`config.mk`:
```
export PLATFORM = sky130hd
export DESIGN_NAME = node_csr_bank
export DESIGN_NICKNAME = d
export VERILOG_FILES = /design/src/rtl/node_csr_pkg.sv /design/src/rtl/csr_split_reg.sv /design/src/rtl/csr_cfg_bank.sv /design/src/rtl/csr_flag_unit.sv /design/src/rtl/csr_cmd_unit.sv /design/src/rtl/node_csr_bank.sv
export SDC_FILE = /design/constraint.sdc
export NUM_CORES = 1
export LEC_CHECK = 0
export CELL_PAD_IN_SITES_DETAIL_PLACEMENT = 0
export CELL_PAD_IN_SITES_GLOBAL_PLACEMENT = 1
export CORE_ASPECT_RATIO = 1.4
export CORE_MARGIN = 1.5
export CORE_UTILIZATION = 42
export DETAILED_ROUTE_END_ITERATION = 8
export MAX_ROUTING_LAYER = met4
export PLACE_DENSITY = 0.95
export SLEW_MARGIN = 20
export SYNTH_ARGS = -nofsm -noshare
export SYNTH_HDL_FRONTEND = slang
export SYNTH_SLANG_ARGS = --single-unit
export TNS_END_PERCENT = 30
```
`constraint.sdc`:
```
create_clock -name clk -period 2.8 [get_ports clk]
set_input_delay 0.42 -clock clk [delete_from_list [all_inputs] [get_ports clk]]
set_output_delay 0.42 -clock clk [all_outputs]
set_load 0.02 [all_outputs]
```
`src/rtl/node_csr_pkg.sv`:
```
package node_csr_pkg;
  localparam int ADDR_W = 5;
  localparam int DATA_W = 8;

  localparam logic [ADDR_W-1:0] A_VERSION = 5'h00;
  localparam logic [ADDR_W-1:0] A_SETTING = 5'h02;
  localparam logic [ADDR_W-1:0] A_IDLE    = 5'h04;
  localparam logic [ADDR_W-1:0] A_PERM_L  = 5'h05;
  localparam logic [ADDR_W-1:0] A_PERM_H  = 5'h06;
  localparam logic [ADDR_W-1:0] A_MAXI_L  = 5'h07;
  localparam logic [ADDR_W-1:0] A_MAXI_H  = 5'h08;
  localparam logic [ADDR_W-1:0] A_PRE     = 5'h09;
  localparam logic [ADDR_W-1:0] A_FILT    = 5'h0b;
  localparam logic [ADDR_W-1:0] A_DLS_L   = 5'h0c;
  localparam logic [ADDR_W-1:0] A_DLS_H   = 5'h0d;
  localparam logic [ADDR_W-1:0] A_DHS_L   = 5'h0e;
  localparam logic [ADDR_W-1:0] A_DHS_H   = 5'h0f;
  localparam logic [ADDR_W-1:0] A_FLAG    = 5'h10;
  localparam logic [ADDR_W-1:0] A_MASK    = 5'h11;
  localparam logic [ADDR_W-1:0] A_RXD     = 5'h14;
  localparam logic [ADDR_W-1:0] A_TXD     = 5'h15;
  localparam logic [ADDR_W-1:0] A_RXC     = 5'h16;
  localparam logic [ADDR_W-1:0] A_TXC     = 5'h17;
  localparam logic [ADDR_W-1:0] A_FM0     = 5'h1a;
  localparam logic [ADDR_W-1:0] A_FM1     = 5'h1b;

  // flag bits cleared by a read, and bits that mirror live status
  localparam logic [DATA_W-1:0] STICKY_MASK = 8'b1101_1100;
  localparam logic [DATA_W-1:0] LIVE_MASK   = 8'b0010_0011;

  typedef enum logic [1:0] {
    MODE_HALF  = 2'd0,
    MODE_ARB   = 2'd1,
    MODE_BSYNC = 2'd2,
    MODE_FULL  = 2'd3
  } link_mode_e;

  function automatic logic [DATA_W-1:0] f_flag_next(
      input logic [DATA_W-1:0] cur,
      input logic [DATA_W-1:0] set,
      input logic              clr);
    logic [DATA_W-1:0] kept;
    kept = clr ? (cur & ~STICKY_MASK) : cur;
    return kept | (set & STICKY_MASK);
  endfunction

  function automatic link_mode_e f_mode(input logic [2:0] sel_bits);
    case (sel_bits)
      3'b001:  return MODE_ARB;
      3'b010:  return MODE_BSYNC;
      3'b100:  return MODE_FULL;
      default: return MODE_HALF;
    endcase
  endfunction

  function automatic logic f_irq(input logic [DATA_W-1:0] flags,
                                 input logic [DATA_W-1:0] mask);
    return |(flags & mask);
  endfunction
endpackage

```
`src/rtl/csr_split_reg.sv`:
```
module csr_split_reg #(
  parameter int                       W    = 16,
  parameter logic [W-1:0]             DEF  = '0,
  parameter logic [4:0]               A_LO = 5'h0,
  parameter logic [4:0]               A_HI = 5'h1
) (
  input  logic         clk,
  input  logic         rst_n,
  input  logic         wr_en,
  input  logic [4:0]   addr,
  input  logic [7:0]   wdata,
  output logic [W-1:0] val,
  output logic         rd_hit,
  output logic [7:0]   rd_val
);
  localparam int HW = W - 8;

  always_ff @(posedge clk or negedge rst_n) begin
    if (!rst_n) begin
      val <= DEF;
    end else if (wr_en && addr == A_LO) begin
      val[7:0] <= wdata;
    end else if (wr_en && addr == A_HI) begin
      val[W-1:8] <= HW'(wdata);
    end
  end

  always_comb begin
    rd_hit = (addr == A_LO) || (addr == A_HI);
    if (addr == A_LO) rd_val = val[7:0];
    else if (addr == A_HI) rd_val = 8'(val >> 8);
    else rd_val = 8'h00;
  end
endmodule

```
`src/rtl/csr_cfg_bank.sv`:
```
module csr_cfg_bank
  import node_csr_pkg::*;
#(
  parameter int              TIME_W       = 10,
  parameter int              DIV_W        = 16,
  parameter logic [DIV_W-1:0]  DEF_DIV_LS   = 16'h015a,
  parameter logic [DIV_W-1:0]  DEF_DIV_HS   = 16'h015a,
  parameter logic [TIME_W-1:0] DEF_PERMIT   = 10'h014,
  parameter logic [TIME_W-1:0] DEF_MAX_IDLE = 10'h0c8
) (
  input  logic              clk,
  input  logic              rst_n,
  input  logic              wr_en,
  input  logic [ADDR_W-1:0] addr,
  input  logic [DATA_W-1:0] wdata,
  output logic [7:0]        setting,
  output logic [7:0]        idle_wait,
  output logic [TIME_W-1:0] permit,
  output logic [TIME_W-1:0] max_idle,
  output logic [1:0]        pre_len,
  output logic [7:0]        filt,
  output logic [7:0]        fm0,
  output logic [7:0]        fm1,
  output logic [DIV_W-1:0]  div_ls,
  output logic [DIV_W-1:0]  div_hs,
  output logic              rd_hit,
  output logic [7:0]        rd_val
);
  logic [3:0] sp_hit;
  logic [7:0] sp_val [4];

  csr_split_reg #(.W(TIME_W), .DEF(DEF_PERMIT), .A_LO(A_PERM_L), .A_HI(A_PERM_H)) u_permit (
    .clk(clk), .rst_n(rst_n), .wr_en(wr_en), .addr(addr), .wdata(wdata),
    .val(permit), .rd_hit(sp_hit[0]), .rd_val(sp_val[0]));
  csr_split_reg #(.W(TIME_W), .DEF(DEF_MAX_IDLE), .A_LO(A_MAXI_L), .A_HI(A_MAXI_H)) u_maxidle (
    .clk(clk), .rst_n(rst_n), .wr_en(wr_en), .addr(addr), .wdata(wdata),
    .val(max_idle), .rd_hit(sp_hit[1]), .rd_val(sp_val[1]));
  csr_split_reg #(.W(DIV_W), .DEF(DEF_DIV_LS), .A_LO(A_DLS_L), .A_HI(A_DLS_H)) u_div_ls (
    .clk(clk), .rst_n(rst_n), .wr_en(wr_en), .addr(addr), .wdata(wdata),
    .val(div_ls), .rd_hit(sp_hit[2]), .rd_val(sp_val[2]));
  csr_split_reg #(.W(DIV_W), .DEF(DEF_DIV_HS), .A_LO(A_DHS_L), .A_HI(A_DHS_H)) u_div_hs (
    .clk(clk), .rst_n(rst_n), .wr_en(wr_en), .addr(addr), .wdata(wdata),
    .val(div_hs), .rd_hit(sp_hit[3]), .rd_val(sp_val[3]));

  always_ff @(posedge clk or negedge rst_n) begin
    if (!rst_n) begin
      setting   <= 8'h10;
      idle_wait <= 8'h0a;
      pre_len   <= 2'd1;
      filt      <= 8'hff;
      fm0       <= 8'hff;
      fm1       <= 8'hff;
    end else if (wr_en) begin
      case (addr)
        A_SETTING: setting   <= wdata & 8'h7f;
        A_IDLE:    idle_wait <= wdata;
        A_PRE:     pre_len   <= 2'(wdata);
        A_FILT:    filt      <= wdata;
        A_FM0:     fm0       <= wdata;
        A_FM1:     fm1       <= wdata;
        default: ;
      endcase
    end
  end

  always_comb begin
    rd_hit = 1'b1;
    rd_val = 8'h00;
    case (addr)
      A_SETTING: rd_val = setting;
      A_IDLE:    rd_val = idle_wait;
      A_PRE:     rd_val = {6'd0, pre_len};
      A_FILT:    rd_val = filt;
      A_FM0:     rd_val = fm0;
      A_FM1:     rd_val = fm1;
      default: begin
        rd_hit = |sp_hit;
        for (int i = 0; i < 4; i++) rd_val = rd_val | sp_val[i];
      end
    endcase
  end
endmodule

```
`src/rtl/csr_flag_unit.sv`:
```
module csr_flag_unit
  import node_csr_pkg::*;
(
  input  logic              clk,
  input  logic              rst_n,
  input  logic [DATA_W-1:0] ev_set,
  input  logic [DATA_W-1:0] live,
  input  logic              clr_rd,
  input  logic              mask_wr,
  input  logic [DATA_W-1:0] wdata,
  output logic [DATA_W-1:0] flags,
  output logic [DATA_W-1:0] mask,
  output logic              irq
);
  logic [DATA_W-1:0] sticky_q;

  always_ff @(posedge clk or negedge rst_n) begin
    if (!rst_n) begin
      sticky_q <= '0;
      mask     <= '0;
    end else begin
      sticky_q <= f_flag_next(sticky_q, ev_set, clr_rd);
      if (mask_wr) mask <= wdata;
    end
  end

  assign flags = sticky_q | (live & LIVE_MASK);
  assign irq   = f_irq(flags, mask);
endmodule

```
`src/rtl/csr_cmd_unit.sv`:
```
module csr_cmd_unit (
  input  logic       clk,
  input  logic       rst_n,
  input  logic       rxc_wr,
  input  logic       txc_wr,
  input  logic [2:0] rx_bits,
  input  logic [3:0] tx_bits,
  output logic [2:0] rx_pulse,
  output logic [3:0] tx_pulse
);
  always_ff @(posedge clk or negedge rst_n) begin
    if (!rst_n) begin
      rx_pulse <= '0;
      tx_pulse <= '0;
    end else begin
      rx_pulse <= rxc_wr ? rx_bits : 3'd0;
      tx_pulse <= txc_wr ? tx_bits : 4'd0;
    end
  end
endmodule

```
`src/rtl/node_csr_bank.sv`:
```
module node_csr_bank
  import node_csr_pkg::*;
#(
  parameter logic [7:0]        VERSION      = 8'h0e,
  parameter int                TIME_W       = 10,
  parameter int                DIV_W        = 16,
  parameter logic [DIV_W-1:0]  DEF_DIV_LS   = 16'h015a,
  parameter logic [DIV_W-1:0]  DEF_DIV_HS   = 16'h015a,
  parameter logic [TIME_W-1:0] DEF_PERMIT   = 10'h014,
  parameter logic [TIME_W-1:0] DEF_MAX_IDLE = 10'h0c8
) (
  input  logic              clk,
  input  logic              rst_n,
  input  logic              sel,
  input  logic [4:0]        addr,
  input  logic              rd,
  output logic [7:0]        rdata,
  input  logic              wr,
  input  logic [7:0]        wdata,
  output logic              irq,
  input  logic              ev_tx_err,
  input  logic              ev_collide,
  input  logic              ev_rx_broken,
  input  logic              ev_rx_lost,
  input  logic              ev_brk_seen,
  input  logic              st_tx_free,
  input  logic              st_rx_ready,
  input  logic              st_idle,
  input  logic [7:0]        rx_port_data,
  output logic              rx_pop,
  output logic              tx_push,
  output logic [7:0]        tx_push_data,
  output logic              cmd_rx_reset,
  output logic              cmd_rx_switch,
  output logic              cmd_rx_rewind,
  output logic              cmd_tx_break,
  output logic              cmd_tx_abort,
  output logic              cmd_tx_switch,
  output logic              cmd_tx_rewind,
  output logic [7:0]        cfg_setting,
  output logic [1:0]        cfg_mode,
  output logic [7:0]        cfg_idle_wait,
  output logic [TIME_W-1:0] cfg_permit,
  output logic [TIME_W-1:0] cfg_max_idle,
  output logic [1:0]        cfg_pre_len,
  output logic [7:0]        cfg_filter,
  output logic [7:0]        cfg_mcast0,
  output logic [7:0]        cfg_mcast1,
  output logic [DIV_W-1:0]  cfg_div_ls,
  output logic [DIV_W-1:0]  cfg_div_hs
);
  logic       wr_en, rd_en;
  logic       flag_clr_rd;
  logic [7:0] flag_view, mask_view;
  logic [7:0] ev_vec, live_vec;
  logic       cfg_hit;
  logic [7:0] cfg_val;
  logic [2:0] rx_pulse;
  logic [3:0] tx_pulse;

  assign wr_en       = sel && wr;
  assign rd_en       = sel && rd;
  assign flag_clr_rd = rd_en && (addr == A_FLAG);

  assign ev_vec   = {ev_tx_err, ev_collide, 1'b0, ev_rx_broken, ev_rx_lost, ev_brk_seen, 2'b00};
  assign live_vec = {2'b00, st_tx_free, 3'b000, st_rx_ready, st_idle};

  csr_cfg_bank #(
    .TIME_W(TIME_W), .DIV_W(DIV_W), .DEF_DIV_LS(DEF_DIV_LS), .DEF_DIV_HS(DEF_DIV_HS),
    .DEF_PERMIT(DEF_PERMIT), .DEF_MAX_IDLE(DEF_MAX_IDLE)
  ) u_cfg (
    .clk(clk), .rst_n(rst_n), .wr_en(wr_en), .addr(addr), .wdata(wdata),
    .setting(cfg_setting), .idle_wait(cfg_idle_wait), .permit(cfg_permit),
    .max_idle(cfg_max_idle), .pre_len(cfg_pre_len), .filt(cfg_filter),
    .fm0(cfg_mcast0), .fm1(cfg_mcast1), .div_ls(cfg_div_ls), .div_hs(cfg_div_hs),
    .rd_hit(cfg_hit), .rd_val(cfg_val));

  csr_flag_unit u_flag (
    .clk(clk), .rst_n(rst_n), .ev_set(ev_vec), .live(live_vec),
    .clr_rd(flag_clr_rd), .mask_wr(wr_en && addr == A_MASK), .wdata(wdata),
    .flags(flag_view), .mask(mask_view), .irq(irq));

  csr_cmd_unit u_cmd (
    .clk(clk), .rst_n(rst_n),
    .rxc_wr(wr_en && addr == A_RXC), .txc_wr(wr_en && addr == A_TXC),
    .rx_bits({wdata[4], wdata[1], wdata[0]}),
    .tx_bits({wdata[5], wdata[4], wdata[1], wdata[0]}),
    .rx_pulse(rx_pulse), .tx_pulse(tx_pulse));

  assign {cmd_rx_reset, cmd_rx_switch, cmd_rx_rewind} = rx_pulse;
  assign {cmd_tx_break, cmd_tx_abort, cmd_tx_switch, cmd_tx_rewind} = tx_pulse;
  assign cfg_mode = 2'(f_mode(cfg_setting[6:4]));

  assign rx_pop       = rd_en && (addr == A_RXD);
  assign tx_push      = wr_en && (addr == A_TXD);
  assign tx_push_data = wdata;

  always_comb begin
    rdata = 8'h00;
    if (rd_en) begin
      case (addr)
        A_VERSION: rdata = VERSION;
        A_FLAG:    rdata = flag_view;
        A_MASK:    rdata = mask_view;
        A_RXD:     rdata = rx_port_data;
        default:   rdata = cfg_hit ? cfg_val : 8'h00;
      endcase
    end
  end
endmodule

```
Word-level counts from Yosys, hierarchy flattened

Cells that the tools add are included.

Bits of input ports: 34
Logic and storage cells: 102
Output and inout bits: 122
Bits in registers: 116

Muxes and demuxes: 17
Bitwise logic cells: 10
Eq/ne operators: 23
Reduce and logical (&&, ||, !) cells: 34

Operators by type and width:

| operator                                                               | number |
|---|---|
| 8-bit two-way mux                                                      | 9 |
| 8-bit case mux with 6 select lines                                     | 1 |
| 5-bit equality test (second input constant)                            | 8 |
| 5-bit by 4-bit equality test with 1-bit output (second input constant) | 7 |
| 8-bit OR                                                               | 4 |
| 8-bit case mux with 4 select lines                                     | 1 |
| 5-bit by 3-bit equality test with 1-bit output (second input constant) | 4 |
| 2-bit AND reduction                                                    | 10 |
| 1-bit logical AND                                                      | 16 |
| 8-bit bitwise AND                                                      | 1 |
| 8-bit by 6-bit OR with 8-bit output                                    | 1 |
| 8-bit OR reduction                                                     | 1 |
| 2-bit case mux with 3 select lines                                     | 1 |
| 6-bit OR reduction                                                     | 1 |
| 5-bit by 2-bit equality test with 1-bit output (second input constant) | 1 |
| 5-bit logical NOT                                                      | 1 |
| 1-bit logical OR                                                       | 4 |
| 2-bit two-way mux                                                      | 2 |
| 4-bit two-way mux                                                      | 1 |
| 1-bit inverter                                                         | 4 |
| 4-bit OR reduction                                                     | 1 |
| 3-bit by 1-bit equality test with 1-bit output (second input constant) | 1 |
| 3-bit by 2-bit equality test with 1-bit output (second input constant) | 1 |
| 3-bit equality test (second input constant)                            | 1 |
| other kinds (2)                                                        | 2 |

Logic depth before layout (Yosys ltp)

Depth in word-level cells: 10
Gate-level depth with buffers: 8
Mapped depth without buffers: 5

Cells and area by module

A second synthesis with hierarchy kept.

Cells, all modules: 461
Area, all modules: 5,975.7 sq um

By module, submodules not included:

| module                          | cells each | seq. area each (sq um) | area each (sq um) | times used |
|---|---|---|---|---|
| csr_cfg_bank                    | 165        | 1,061.0                | 2,178.3           | 1 |
| csr_split_reg (u_cfg.u_div_hs)  | 56         | 406.6                  | 773.2             | 1 |
| csr_split_reg (u_cfg.u_div_ls)  | 48         | 406.6                  | 729.4             | 1 |
| csr_flag_unit                   | 36         | 325.3                  | 556.8             | 1 |
| node_csr_bank                   | 71         | 0.0                    | 529.3             | 1 |
| csr_split_reg (u_cfg.u_maxidle) | 35         | 254.0                  | 496.7             | 1 |
| csr_split_reg (u_cfg.u_permit)  | 36         | 252.7                  | 493.0             | 1 |
| csr_cmd_unit                    | 14         | 175.2                  | 219.0             | 1 |

Worst setup path before layout

OpenSTA, ideal clock, no wires.

Path kind: input to output
Start: input port addr[1]
End: output port rdata[5]
Arrival time: 1.956 ns
Slack: 0.424 ns
Data required time: 2.380 ns
Buffers on the path: 3
Stages: 8
Path through: buf_2 > buf_6 > buf_6 > nor3b_1 > o21ai_0 > a21oi_1 > o211a_1 > o32ai_1

Word-level cells in the longest chain between the ends: 9
Elaborated cells on any way between the ends: 38
Classes of those cells: eq/ne (17); mux (11); bitwise (3); reduce/logical (7)

Ends and longest elaborated chain:

| item                                                                                                                    | line                                                          | RTL |
|---|---|---|
| start, declared                                                                                                         | node_csr_bank.sv:15                                           | `input logic [4:0] addr,` |
| 5-bit by 3-bit equality test with 1-bit output / 5-bit by 4-bit equality test with 1-bit output (equally long branches) | csr_split_reg.sv:29, csr_split_reg.sv:30, csr_split_reg.sv:31 |  |
| 8-bit two-way mux, on equally long branches                                                                             | csr_split_reg.sv:30, csr_split_reg.sv:31                      |  |
| 8-bit OR / 8-bit two-way mux (equally long branches)                                                                    | csr_cfg_bank.sv:78, csr_split_reg.sv:30                       |  |
| 8-bit OR (2 in series)                                                                                                  | csr_cfg_bank.sv:78                                            | `for (int i = 0; i < 4; i++) rd_val = rd_val \| sp_val[i];` |
| 8-bit case mux with 6 select lines                                                                                      | csr_cfg_bank.sv:69                                            | `case (addr)` |
| 8-bit two-way mux                                                                                                       | node_csr_bank.sv:106                                          | `default: rdata = cfg_hit ? cfg_val : 8'h00;` |
| 8-bit case mux with 4 select lines *                                                                                    | node_csr_bank.sv:101                                          | `case (addr)` |
| 8-bit two-way mux *                                                                                                     | node_csr_bank.sv:100                                          | `if (rd_en) begin` |
| end, declared                                                                                                           | node_csr_bank.sv:17                                           | `output logic [7:0] rdata,` |

Every way passes the cells marked *; elsewhere a longest branch is shown, timed or not.

Worst setup path after layout

Start: input port addr[2]
End: output port rdata[3]

The elaborated chain is that of the path after synthesis.

==> impl_metrics.json <==
{
  "synthToLayoutAreaGrowth_pct": 49.4,
  "power_density_nw_per_um2": 648,
  "drt-vias-per-instance": 5.86,
  "clock_latency_ps": 410,
  "drt_iter0_drc": 474,
  "boundaryPins": 156,
  "outcome": "finished clean",
  "cts_root_buffer": "clkbuf_16",
  "yosys.area.top_type_share_pct": 29.2,
  "met1_length_um": 7650,
  "synth_edf_count": 0,
  "grt_pass1_vias": 5643,
  "synth_top_area_cell": "dfrtp_1",
  "yosys-mux-area-fraction_pct": 22.9,
  "synthesis.nets": 518,
  "cp.arrival_ps": 2360,
  "gr-total-overflow": 0,
  "yosys_register_bits": 113,
  "drive_gt1_share_pct": 44.4,
  "max_freq_ghz": 0.359,
  "fin_cells": 906,
  "yosysSeqAreaShare_pct": 48.0,
  "synthArstFlopShare_pct": 100,
  "rsz0062_at_grt": "true",
  "synthAdderAreaFrac_pct": 0,
  "cap_violations": 0,
  "dp.cells": 870,
  "grt.total_usage_pct": 28.6,
  "cts_sinks": 113,
  "drtPass1Iterations": 7,
  "rows": 51,
  "cts_tree": "done",
  "nNetsFinal": 742,
  "worst_pin_slew_ps": 597,
  "hold_viol": 0,
  "grt_pass1_wl_um": 31500,
  "relSlewSlack_pct": 60.2,
  "routed_wl_um": 20300,
  "synth_area_per_cell_um2": 12.4,
  "num_vias": 5311,
  "diodes": 0,
  "irDropWorstVdd_uv": 419,
  "path_max_fanout": 8,
  "routed.top_layer": "met4",
  "critical_path_class": "input pin to output port",
  "cts.htree.levels": 4,
  "synth_flop_cell": "dfrtp_1",
  "io_buffers": 154,
  "drc": 0,
  "clockBufferDepth": 2,
  "period_needed_ps": 2780,
  "hp-class": "input pin to async pin",
  "yosys.area_share.simple_pct": 13.1,
  "synth_top_family_by_area": "multiplexers",
  "synthesis.area_um2": 6000,
  "dieArea_um2": 15000,
  "fin_skew_ps": 0,
  "gp_routability_congestion": 1.09,
  "floorplan.initialDensity_pct": 43.1,
  "antenna_found_initial": 0,
  "numCtsBuffers": 17,
  "synth-compound-area-share_pct": 10.9,
  "ant_nets": 0,
  "die_h_um": 144,
  "core_um2": 13900,
  "dr_wl_met3_um": 1130,
  "ys_types": 71,
  "die_x_um": 104,
  "path_clk_slew_ps": 60,
  "p_leak_nw": 3.84,
  "fin_ws_ps": 17.8,
  "final_common_cell": "clkdlybuf4s50_1",
  "startpoint_type": "input pin",
  "syn_inst": 484,
  "dpl_worst_slack_ps": -601,
  "slew_violations": 0,
  "wl_met2_um": 10300,
  "critical_path_required_ps": 2380,
  "finalCritPeriodShare_pct": 99.4,
  "cts-hold-fix-buffers": 0,
  "wl_per_cell_um": 22.4,
  "dp_hpwl_um": 14500,
  "setup_viol": 0,
  "layout_common_cells": "140 x clkdlybuf4s50_1, 108 x mux2_2, 80 x buf_4",
  "yosys_warnings": 0,
  "synthXorXnorAreaFrac_pct": 0.438,
  "synth_area_leaders": "dfrtp_1 29%, mux2_2 20%, dfstp_2 19%",
  "hold_ws_ps": 84.6,
  "end_kind": "output port",
  "grt_max_degree": 114
}
## registers in the layout, indices dropped and copies added, names as in the netlist
signal,cells
u_cfg.u_maxidle.val,10
u_cfg.filt,8
u_cfg.u_div_hs.val,16
u_cfg.setting,7
u_cmd.tx_pulse,4
u_flag.mask,8
u_cfg.fm1,8
u_flag.sticky_q,5
u_cmd.rx_pulse,3
u_cfg.fm0,8
u_cfg.u_permit.val,10
u_cfg.pre_len,2
u_cfg.idle_wait,8
u_cfg.u_div_ls.val,16
## cell usage after synthesis (6+ instances only)
cell      count
buf_4        13
buf_6         6
mux2_2      108
dfrtp_1      70
and2_1        9
nand2b_1      7
dfstp_2      43
a32oi_1       6
mux2i_1      11
a22oi_1      11
clkbuf_1      8
buf_2         9
o21ai_0      11
nor2_1       15
a21o_1        7
and3_1        9
nor3_4        6
a21oi_1      10
nand3_1      17
nand2_1      16
## cells by family (layout without fill, tap and decap cells)
group / after synthesis / count (layout)
simple gates: 117 / 117
flops: 113 / 113
mux: 121 / 121
xor+xnor: 3 / 3
other cells: 1 / 1
compound gates: 86 / 86
buf+inv: 43 / 280
## path summary, 6_finish.rpt
check	end	slack, ps	cells past startpoint	startpoint
min in group clk	u_cfg.u_maxidle.val[6]	520	2	u_cfg.u_maxidle.val[6]
hold / removal	u_cfg.idle_wait[6]	80	2	rst_n
setup reg to reg	u_cfg.setting[6]	1930	1	u_cfg.setting[6]
setup / recovery	rdata[3]	20	10	addr[2]
hold reg to reg	u_cfg.u_maxidle.val[6]	520	2	u_cfg.u_maxidle.val[6]
max in group asynchronous	u_cfg.u_permit.val[8]	2270	2	rst_n
## critical path, stage by stage
cell           delay [ps]
dlygate4sd2_1         250
buf_6                 140
buf_4                 140
xor2_1                140
a221o_1               400
buf_6                 170
a21oi_4               210
nand4_1               140
and3_1                190
buf_2                 160
## report_power, final
group / total [mW] / internal, mW / switching (mW)
Clock: 2.34 / 1.56 / 0.779
Combinational: 1.36 / 0.697 / 0.668
Sequential: 2.10 / 1.90 / 0.205
Total: 5.81 / 4.15 / 1.65
## layout make-up
cell class,instances,area [µm²]
Fill cell,1091,4950
Multi-Input combinational cell,328,2910
Sequential cell,113,2880
Timing Repair Buffer,244,2280
Clock buffer,20,467
Tap cell,185,231
Clock inverter,12,180
Inverter,4,15.0
## what timing repair did
item	in CTS	in global routing
cloned	2	0
resized for setup	58	4
setup endpoints to repair	10	8
pin swaps	6	4
buffers inserted	2	0
## stage by stage
step                power (mW)  util [%]  TNS [ps]  instance area [µm²]
finish                    5.81      64.4         0                 8960
global route              6.00      64.4     -31.0                 8960
CTS                       5.83      64.5         0                 8970
detailed placement        3.45      59.1     -4640                 8220
global placement          3.41      59.1     -4490                 8220
floorplan                 2.72         -         0                 6000
## layer usage
layer / GRT usage [%] / vias up
li1: - / 2277
met1: 31.2 / 2643
met2: 48.4 / 292
met3: 5.90 / 99
met4: 17.5 / 0
met5: - / -
Power figures use the tool's default switching activity.
